--- src/rtl/irq_arb_pkg.sv ---
package irq_arb_pkg;

  localparam int LVL_W = 3;
  typedef logic [LVL_W-1:0] lvl_t;

  localparam lvl_t LVL_OFF = '0;
  localparam lvl_t LVL_MAX = '1;

  // A candidate displaces the running best when it is enabled and at least
  // as urgent; scanning from low to high index makes the larger index win ties.
  function automatic logic takes_slot(input logic cand, input lvl_t cand_lvl,
                                      input logic best_v, input lvl_t best_lvl);
    return cand && (cand_lvl != LVL_OFF) && (!best_v || (cand_lvl >= best_lvl));
  endfunction

  function automatic logic clears_mask(input lvl_t lvl, input lvl_t mask);
    return lvl > mask;
  endfunction

  function automatic lvl_t mask_after_service(input logic nest, input lvl_t lvl);
    return nest ? lvl : LVL_MAX;
  endfunction

endpackage

--- src/rtl/irq_edge_latch.sv ---
module irq_edge_latch
  import irq_arb_pkg::*;
#(
  parameter int N = 8
) (
  input  logic         clk,
  input  logic         rst_n,
  input  logic [N-1:0] pin_n,
  input  logic [N-1:0] clr,
  output logic [N-1:0] pend
);

  logic [N-1:0] pin_q;
  logic [N-1:0] fall_evt;

  assign fall_evt = pin_q & ~pin_n;

  always_ff @(posedge clk or negedge rst_n) begin
    if (!rst_n) begin
      pin_q <= '1;
      pend  <= '0;
    end else begin
      pin_q <= pin_n;
      // a fresh edge wins over a clear in the same cycle
      pend  <= (pend & ~clr) | fall_evt;
    end
  end

  for (genvar g = 0; g < N; g++) begin : g_chk

    fall_sets_pend_chk: assert property (@(posedge clk) disable iff (!rst_n)
      $fell(pin_n[g]) |=> pend[g]);

    pend_hold_chk: assert property (@(posedge clk) disable iff (!rst_n)
      (pend[g] && !clr[g]) |=> pend[g]);

    clr_drops_pend_chk: assert property (@(posedge clk) disable iff (!rst_n)
      (clr[g] && !fall_evt[g]) |=> !pend[g]);
  end

endmodule

--- src/rtl/irq_prio_select.sv ---
module irq_prio_select
  import irq_arb_pkg::*;
#(
  parameter int N     = 15,
  parameter int IDX_W = $clog2(N)
) (
  input  logic [N-1:0]       req,
  input  logic [N*LVL_W-1:0] lvl_flat,
  output logic               win_valid,
  output logic [IDX_W-1:0]   win_idx,
  output lvl_t               win_lvl
);

  logic [N:0]                  v_ch;
  logic [N:0][LVL_W-1:0]       l_ch;
  logic [N:0][IDX_W-1:0]       i_ch;

  assign v_ch[0] = 1'b0;
  assign l_ch[0] = LVL_OFF;
  assign i_ch[0] = '0;

  for (genvar g = 0; g < N; g++) begin : g_stage
    lvl_t my_lvl;
    logic take;
    assign my_lvl     = lvl_flat[g*LVL_W +: LVL_W];
    assign take       = takes_slot(req[g], my_lvl, v_ch[g], l_ch[g]);
    assign v_ch[g+1]  = v_ch[g] | take;
    assign l_ch[g+1]  = take ? my_lvl : l_ch[g];
    assign i_ch[g+1]  = take ? IDX_W'(g) : i_ch[g];
  end

  assign win_valid = v_ch[N];
  assign win_lvl   = l_ch[N];
  assign win_idx   = i_ch[N];

endmodule

--- src/rtl/irq_ack_ctrl.sv ---
module irq_ack_ctrl
  import irq_arb_pkg::*;
#(
  parameter int               N         = 15,
  parameter int               IDX_W     = $clog2(N),
  parameter int               VEC_W     = 8,
  parameter logic [VEC_W-1:0] AVEC_BASE = 8'h18
) (
  input  logic               clk,
  input  logic               rst_n,
  input  logic               ack_req,
  input  logic [IDX_W-1:0]   live_idx,
  input  lvl_t               live_lvl,
  input  logic [N-1:0]       src_autovec,
  input  logic [N*VEC_W-1:0] src_vector,
  input  logic               nest_mode,
  output logic               acking,
  output logic [IDX_W-1:0]   frz_idx,
  output lvl_t               frz_lvl,
  output logic               iack_dtack,
  output logic               iack_avec,
  output logic [VEC_W-1:0]   iack_vector,
  output logic               mask_wr,
  output lvl_t               mask_val
);

  function automatic logic [VEC_W-1:0] autovec_num(input lvl_t lvl);
    return AVEC_BASE + VEC_W'(lvl);
  endfunction

  logic             frz_av;
  logic             ack_start;
  logic             ack_end;
  logic             ack_held;
  logic             frz_live;
  logic [VEC_W-1:0] vec_sel;

  assign ack_start = ack_req & ~acking;
  assign ack_end   = acking & ~ack_req;
  assign ack_held  = acking & ack_req;
  assign frz_live  = (frz_lvl != LVL_OFF);
  assign vec_sel   = src_vector[int'(frz_idx)*VEC_W +: VEC_W];

  always_ff @(posedge clk or negedge rst_n) begin
    if (!rst_n) begin
      acking  <= 1'b0;
      frz_idx <= '0;
      frz_lvl <= LVL_OFF;
      frz_av  <= 1'b0;
    end else begin
      acking <= ack_req;
      if (ack_start) begin
        frz_idx <= live_idx;
        frz_lvl <= live_lvl;
        frz_av  <= (live_lvl != LVL_OFF) && src_autovec[live_idx];
      end
    end
  end

  assign iack_dtack  = ack_held & frz_live & ~frz_av;
  assign iack_avec   = ack_held & frz_live & frz_av;
  assign iack_vector = iack_avec ? autovec_num(frz_lvl) : (iack_dtack ? vec_sel : '0);
  assign mask_wr     = ack_end & frz_live;
  assign mask_val    = mask_wr ? mask_after_service(nest_mode, frz_lvl) : LVL_OFF;


  strobe_excl_chk: assert property (@(posedge clk) disable iff (!rst_n)
    $onehot0({iack_dtack, iack_avec}) && ((iack_dtack || iack_avec) -> ack_req));

  dtack_follows_chk: assert property (@(posedge clk) disable iff (!rst_n)
    (ack_start && live_lvl != LVL_OFF && !src_autovec[live_idx]) |=> (ack_req |-> iack_dtack));

  avec_number_chk: assert property (@(posedge clk) disable iff (!rst_n)
    (ack_start && live_lvl != LVL_OFF && src_autovec[live_idx])
      |=> (ack_req |-> (iack_avec && iack_vector == AVEC_BASE + VEC_W'($past(live_lvl)))));

  spurious_quiet_chk: assert property (@(posedge clk) disable iff (!rst_n)
    (ack_start && live_lvl == LVL_OFF) |=> !(iack_dtack || iack_avec || mask_wr));

endmodule

--- src/rtl/irq_arbiter.sv ---
module irq_arbiter
  import irq_arb_pkg::*;
#(
  parameter int               NUM_EXT   = 8,
  parameter int               NUM_INT   = 7,
  parameter int               VEC_W     = 8,
  parameter logic [VEC_W-1:0] AVEC_BASE = 8'h18
) (
  input  logic                               clk,
  input  logic                               rst_n,
  input  logic [NUM_EXT-1:0]                 ext_irq_n,
  input  logic [NUM_INT-1:0]                 int_req,
  input  logic [(NUM_EXT+NUM_INT)*LVL_W-1:0] src_level,
  input  logic [NUM_EXT+NUM_INT-1:0]         src_autovec,
  input  logic [(NUM_EXT+NUM_INT)*VEC_W-1:0] src_vector,
  input  logic                               nest_mode,
  input  logic [LVL_W-1:0]                   cpu_mask,
  input  logic                               ack_req,
  output logic [LVL_W-1:0]                   irq_level,
  output logic                               iack_dtack,
  output logic                               iack_avec,
  output logic [VEC_W-1:0]                   iack_vector,
  output logic                               mask_wr,
  output logic [LVL_W-1:0]                   mask_val
);

  localparam int NUM_SRC = NUM_EXT + NUM_INT;
  localparam int IDX_W   = $clog2(NUM_SRC);

  logic [NUM_EXT-1:0] ext_pend;
  logic [NUM_EXT-1:0] ext_clr;
  logic [NUM_SRC-1:0] all_req;
  logic               win_valid;
  logic [IDX_W-1:0]   win_idx;
  lvl_t               win_lvl;
  lvl_t               live_lvl;
  logic               acking;
  logic [IDX_W-1:0]   frz_idx;
  lvl_t               frz_lvl;

  irq_edge_latch #(.N(NUM_EXT)) u_edge (
    .clk   (clk),
    .rst_n (rst_n),
    .pin_n (ext_irq_n),
    .clr   (ext_clr),
    .pend  (ext_pend)
  );

  // externals sit above internals so they rank first on ties
  assign all_req = {ext_pend, int_req};

  irq_prio_select #(.N(NUM_SRC), .IDX_W(IDX_W)) u_sel (
    .req       (all_req),
    .lvl_flat  (src_level),
    .win_valid (win_valid),
    .win_idx   (win_idx),
    .win_lvl   (win_lvl)
  );

  assign live_lvl = (win_valid && clears_mask(win_lvl, cpu_mask)) ? win_lvl : LVL_OFF;

  irq_ack_ctrl #(
    .N(NUM_SRC), .IDX_W(IDX_W), .VEC_W(VEC_W), .AVEC_BASE(AVEC_BASE)
  ) u_ack (
    .clk         (clk),
    .rst_n       (rst_n),
    .ack_req     (ack_req),
    .live_idx    (win_idx),
    .live_lvl    (live_lvl),
    .src_autovec (src_autovec),
    .src_vector  (src_vector),
    .nest_mode   (nest_mode),
    .acking      (acking),
    .frz_idx     (frz_idx),
    .frz_lvl     (frz_lvl),
    .iack_dtack  (iack_dtack),
    .iack_avec   (iack_avec),
    .iack_vector (iack_vector),
    .mask_wr     (mask_wr),
    .mask_val    (mask_val)
  );

  for (genvar e = 0; e < NUM_EXT; e++) begin : g_clr
    assign ext_clr[e] = mask_wr && (frz_idx == IDX_W'(NUM_INT + e));
  end

  assign irq_level = acking ? frz_lvl : live_lvl;


  zero_level_excluded_chk: assert property (@(posedge clk) disable iff (!rst_n)
    win_valid |-> (src_level[int'(win_idx)*LVL_W +: LVL_W] != LVL_OFF));

  offer_above_mask_chk: assert property (@(posedge clk) disable iff (!rst_n)
    (!acking && irq_level != LVL_OFF) |-> (irq_level > cpu_mask));

  frozen_level_chk: assert property (@(posedge clk) disable iff (!rst_n)
    (acking && $past(acking)) |-> $stable(irq_level));

  nest_mask_chk: assert property (@(posedge clk) disable iff (!rst_n)
    (mask_wr && nest_mode) |-> (mask_val == irq_level));

  flat_mask_chk: assert property (@(posedge clk) disable iff (!rst_n)
    (mask_wr && !nest_mode) |-> (mask_val == LVL_MAX));

  for (genvar s = 0; s < NUM_SRC; s++) begin : g_max

    no_higher_loser_chk: assert property (@(posedge clk) disable iff (!rst_n)
      (!acking && all_req[s] && src_level[s*LVL_W +: LVL_W] > cpu_mask)
        |-> (irq_level >= src_level[s*LVL_W +: LVL_W]));
  end

endmodule

--- config.mk ---
export PLATFORM = sky130hd
export DESIGN_NAME = irq_arbiter
export DESIGN_NICKNAME = d
export VERILOG_FILES = /design/src/rtl/irq_arb_pkg.sv /design/src/rtl/irq_edge_latch.sv /design/src/rtl/irq_prio_select.sv /design/src/rtl/irq_ack_ctrl.sv /design/src/rtl/irq_arbiter.sv
export SDC_FILE = /design/constraint.sdc
export NUM_CORES = 1
export LEC_CHECK = 0
export ABC_AREA = 1
export BUFFER_PORTS_ARGS = -buffer_cell sky130_fd_sc_hd__buf_2
export CAP_MARGIN = 10
export CORE_MARGIN = 3
export CORE_UTILIZATION = 43
export CTS_CLUSTER_DIAMETER = 150
export DETAILED_ROUTE_END_ITERATION = 7
export PLACE_DENSITY = 0.86
export SYNTH_ARGS = -nofsm -noshare
export SYNTH_HDL_FRONTEND = slang
export SYNTH_SLANG_ARGS = --single-unit
--- constraint.sdc ---
create_clock -name clk -period 18.7 [get_ports clk]
set_clock_uncertainty 0.1 [all_clocks]
set_input_delay 2.805 -clock clk [delete_from_list [all_inputs] [get_ports clk]]
set_output_delay 2.805 -clock clk [all_outputs]
set_load 0.01 [all_outputs]
==> qor.tcl <==
set qor(crit_required_ns) 15.79
set qor(max_stage_delay_ns) 0.31
set qor(final.period_utilization_pct) 115
set qor(clock_sinks) 25
set qor(drt_pass1_iterations) 6
set qor(worst-path-max-fanout) 7
set qor(max_clock_freq_ghz) 0.0466
set qor(grt_start_max_net_pins) 30
set qor(netlist_instances) 649
set qor(postSynth.topFlopCell) {dfrtp_1}
set qor(floorplan.initialDensity_pct) 44.9
set qor(chipHeight_um) 105
set qor(avgRoutedWirePerCell_um) 20.9
set qor(cts_made_buffers) 3
set qor(via_count) 6980
set qor(synth_fp_nets) 889
set qor(ys_ff_latch) 25
set qor(floorplan.die.width_um) 105
set qor(crit_slowest_cell) {o21ai_4}
set qor(rows) 35
set qor(synth_warnings) 0
set qor(setup_total_neg_slack_ns) -8.24
set qor(path_common_cell) {nand2_2}
set qor(globalplace.congestion) 0.936
set qor(min_path_cells) 2
set qor(synth-async-reset-ratio_pct) 100
set qor(dieArea_um2) 11100
set qor(cts.clk_slew.worst_paths_ns) 0.09
set qor(hold_removal_path_class) {reg2reg}
set qor(flow.area_growth_from_synthesis_pct) 72.4
set qor(minimum_period_implied_by_the_final_worst_setup_slack_ns) 21.48
set qor(grt_pass1_wl_um) 29200
set qor(grt_overflow_total) 0
set qor(grt_use_total_pct) 32.1
set qor(report.final.setup_viol) 4
set qor(vias_per_cell) 6.09
set qor(max_slew_headroom_pct) 55.6
set qor(critical_path.reg2reg.startpoint) {u_edge.pend[0]}
set qor(postLayoutSetupSlackWorst_ns) -2.78
set qor(cts_hold_buffers) 0
set qor(synth_enable_flop_cells) 0
set qor(seq_area_um2) 636
set qor(violations) {setup timing}
set qor(min_from) {u_edge.pin_q[0]}
set qor(worst_r2r_endpoint) {u_ack.frz_lvl[1]}
set qor(grt_pass1_vias) 6195
set qor(post_route_cells_drive_above_1_share_pct) 55.8
set qor(antenna_found_initial) 5
set qor(post_layout_net_count) 1254
set qor(tightest_slew_ns) 0.662
set qor(synth_area_um2) 4230
set qor(detail_route.wirelength_um) 24000
set qor(post_layout_nonfiller_instances) 1147
set qor(clk-insertion-delay-late_ns) 0.27
set qor(end_kind) {output port}
set qor(start_kind) {primary input}
set qor(rsz0062_at_grt) {true}
set qor(syn_avg_cell_area_um2) 6.52
set qor(critical_path_arrival_ns) 18.57
set qor(design.portCount) 219
set qor(layout.filler_cells) 590
set qor(place.detailed.hpwl_um) 13600
set qor(cts-root-to-sink-buffers) 2
set qor(remaining_drc_errors) 0
set qor(multiInputGateArea_um2) 3730
set qor(post-place-cells) 1060
set qor(core_area_um2) 9420
set qor(crit_type) {in2out}
set qor(initialDrtViolationCount) 911
set qor(io_buffers) 218
set qor(r2r_setup_slack_ns) 9.06
set qor(finalMaxSlewViolations) 0
set qor(holdPathEnd) {u_edge.pend[0]}
set qor(worst-r2r-cell-count) 75
set qor(clock_tree.root_cell) {clkbuf_8}
set qor(outcome) {finished, violations left}
set qor(h_tree_level_count) 1
set qor(postRouteAntennaNets) 0
set qor(timing.max_cap.violations) 0
set qor(tritoncts) {done}
set qor(ys_seq_area_share_pct) 15.0
set qor(netlist-cell-type-count) 52
set qor(report.final.hold_viol_count) 0
## stage by stage
stage / hold WS, ns / area (um2) / utilization, % / setup WS, ns
4_1_cts: 0.418 / 6690 / 71.0 / -0.895
2_1_floorplan: 0.353 / 4350 / - / -0.430
5_1_grt: 0.442 / 7290 / 77.4 / -3.42
3_3_place_gp: 0.390 / 6120 / 65.0 / -0.827
6_report: 0.427 / 7290 / 77.4 / -2.78
3_5_place_dp: 0.394 / 6120 / 65.0 / -1.40
## how the worst max path moves through the flow
stage	startpoint	end	slack [ns]	depth (start not counted)
4_1_cts	src_level[0]	irq_level[0]	-0.89	138
6_report	src_level[0]	irq_level[0]	-2.78	139
3_3_place_gp	src_level[0]	irq_level[2]	-0.83	132
2_1_floorplan	src_level[0]	irq_level[0]	-0.43	136
5_1_grt	src_level[0]	irq_level[0]	-3.42	137
3_5_place_dp	src_level[0]	irq_level[0]	-1.40	139
## cell usage after synthesis, types with 2 or more instances
master	n	share of area (%)
nand2_1	135	12
inv_1	101	9.0
o21ai_0	57	6.7
a22oi_1	44	7.8
nand3_1	41	4.9
ha_1	38	11
a21oi_1	34	4.0
nor2_1	23	2.0
nand2_4	19	5.1
dfrtp_1	17	10
nand2_2	13	1.9
clkbuf_1	11	0.98
inv_2	10	0.89
dfstp_2	8	5.0
nor3_1	8	0.95
o21ai_2	8	1.7
o21ai_1	7	0.83
nor2_2	6	0.89
a22o_1	5	1.0
a31oi_1	5	0.74
o31a_1	5	1.0
a221oi_1	4	0.83
o22ai_1	4	0.59
o31ai_1	4	0.71
clkinv_1	3	0.27
nand3_2	3	0.71
nand4_1	3	0.44
nor2_4	3	0.80
o31a_2	3	0.71
and2_1	2	0.30
o41a_1	2	0.53
or2_1	2	0.30
or2_2	2	0.30
## repair_timing
item | 4_1_cts | 5_1_grt
buffers inserted | 56 | 22
gates resized for setup | 29 | 84
endpoints found under the setup margin | 3 | 5
pin swaps | 46 | 41
## worst max-delay path, delay by kind of cell
family / cells / cell delay, ns
compound gates: 32 / 3.93
simple gates: 73 / 6.66
buf+inv: 19 / 1.55
fa+ha+maj: 15 / 3.62
## layout make-up
class | count | area share [%]
clock inverters | 1 | 0.0687
repair buffers | 372 | 31.1
clock buffers | 3 | 0.566
diodes | 5 | 0.172
well taps | 129 | 2.21
multi-input cells | 497 | 51.2
inverters | 115 | 6.06
flip-flops and latches | 25 | 8.72
## cell families after synthesis
group / count (synthesis) / synth area share [%]
fa+ha+maj: 38 / 11.2
flops: 25 / 15.0
compound gates: 191 / 29.4
simple gates: 268 / 32.8
buf+inv: 127 / 11.5
## placed cells by master, fill, tap and decap left out, drive strengths merged, types with 2 or more instances in the layout
master  instances
nor3            9
clkbuf          3
clkinv          4
nor2           33
o21ai          73
a22o            5
a221oi          4
o22ai           4
a21oi          34
o31ai           5
nand4           3
dfrtp          17
dfstp           8
o31a            8
a22oi          44
ha             38
inv           112
buf           372
nand3          45
and2            2
nand2         168
diode           5
or2             5
a31oi           5
o41a            2
## layer usage
layer  GRT usage (%)  vias to the layer above  routed length, um
met4            16.6                        0               2250
met3            5.62                      223               2420
met2            59.1                      629              11400
li1                -                     2963                  -
met1            34.8                     3165               7910
met5               0                        -                  0
## flip-flops by register name, summed over array words and instances, names as in the netlist
register	cells
u_ack.acking	1
u_ack.frz_av	1
u_ack.frz_idx	4
u_ack.frz_lvl	3
u_edge.pend	8
u_edge.pin_q	8
Power is not shown: default switching activity piles up to over one toggle a cycle in this logic, so the estimate is an artifact.
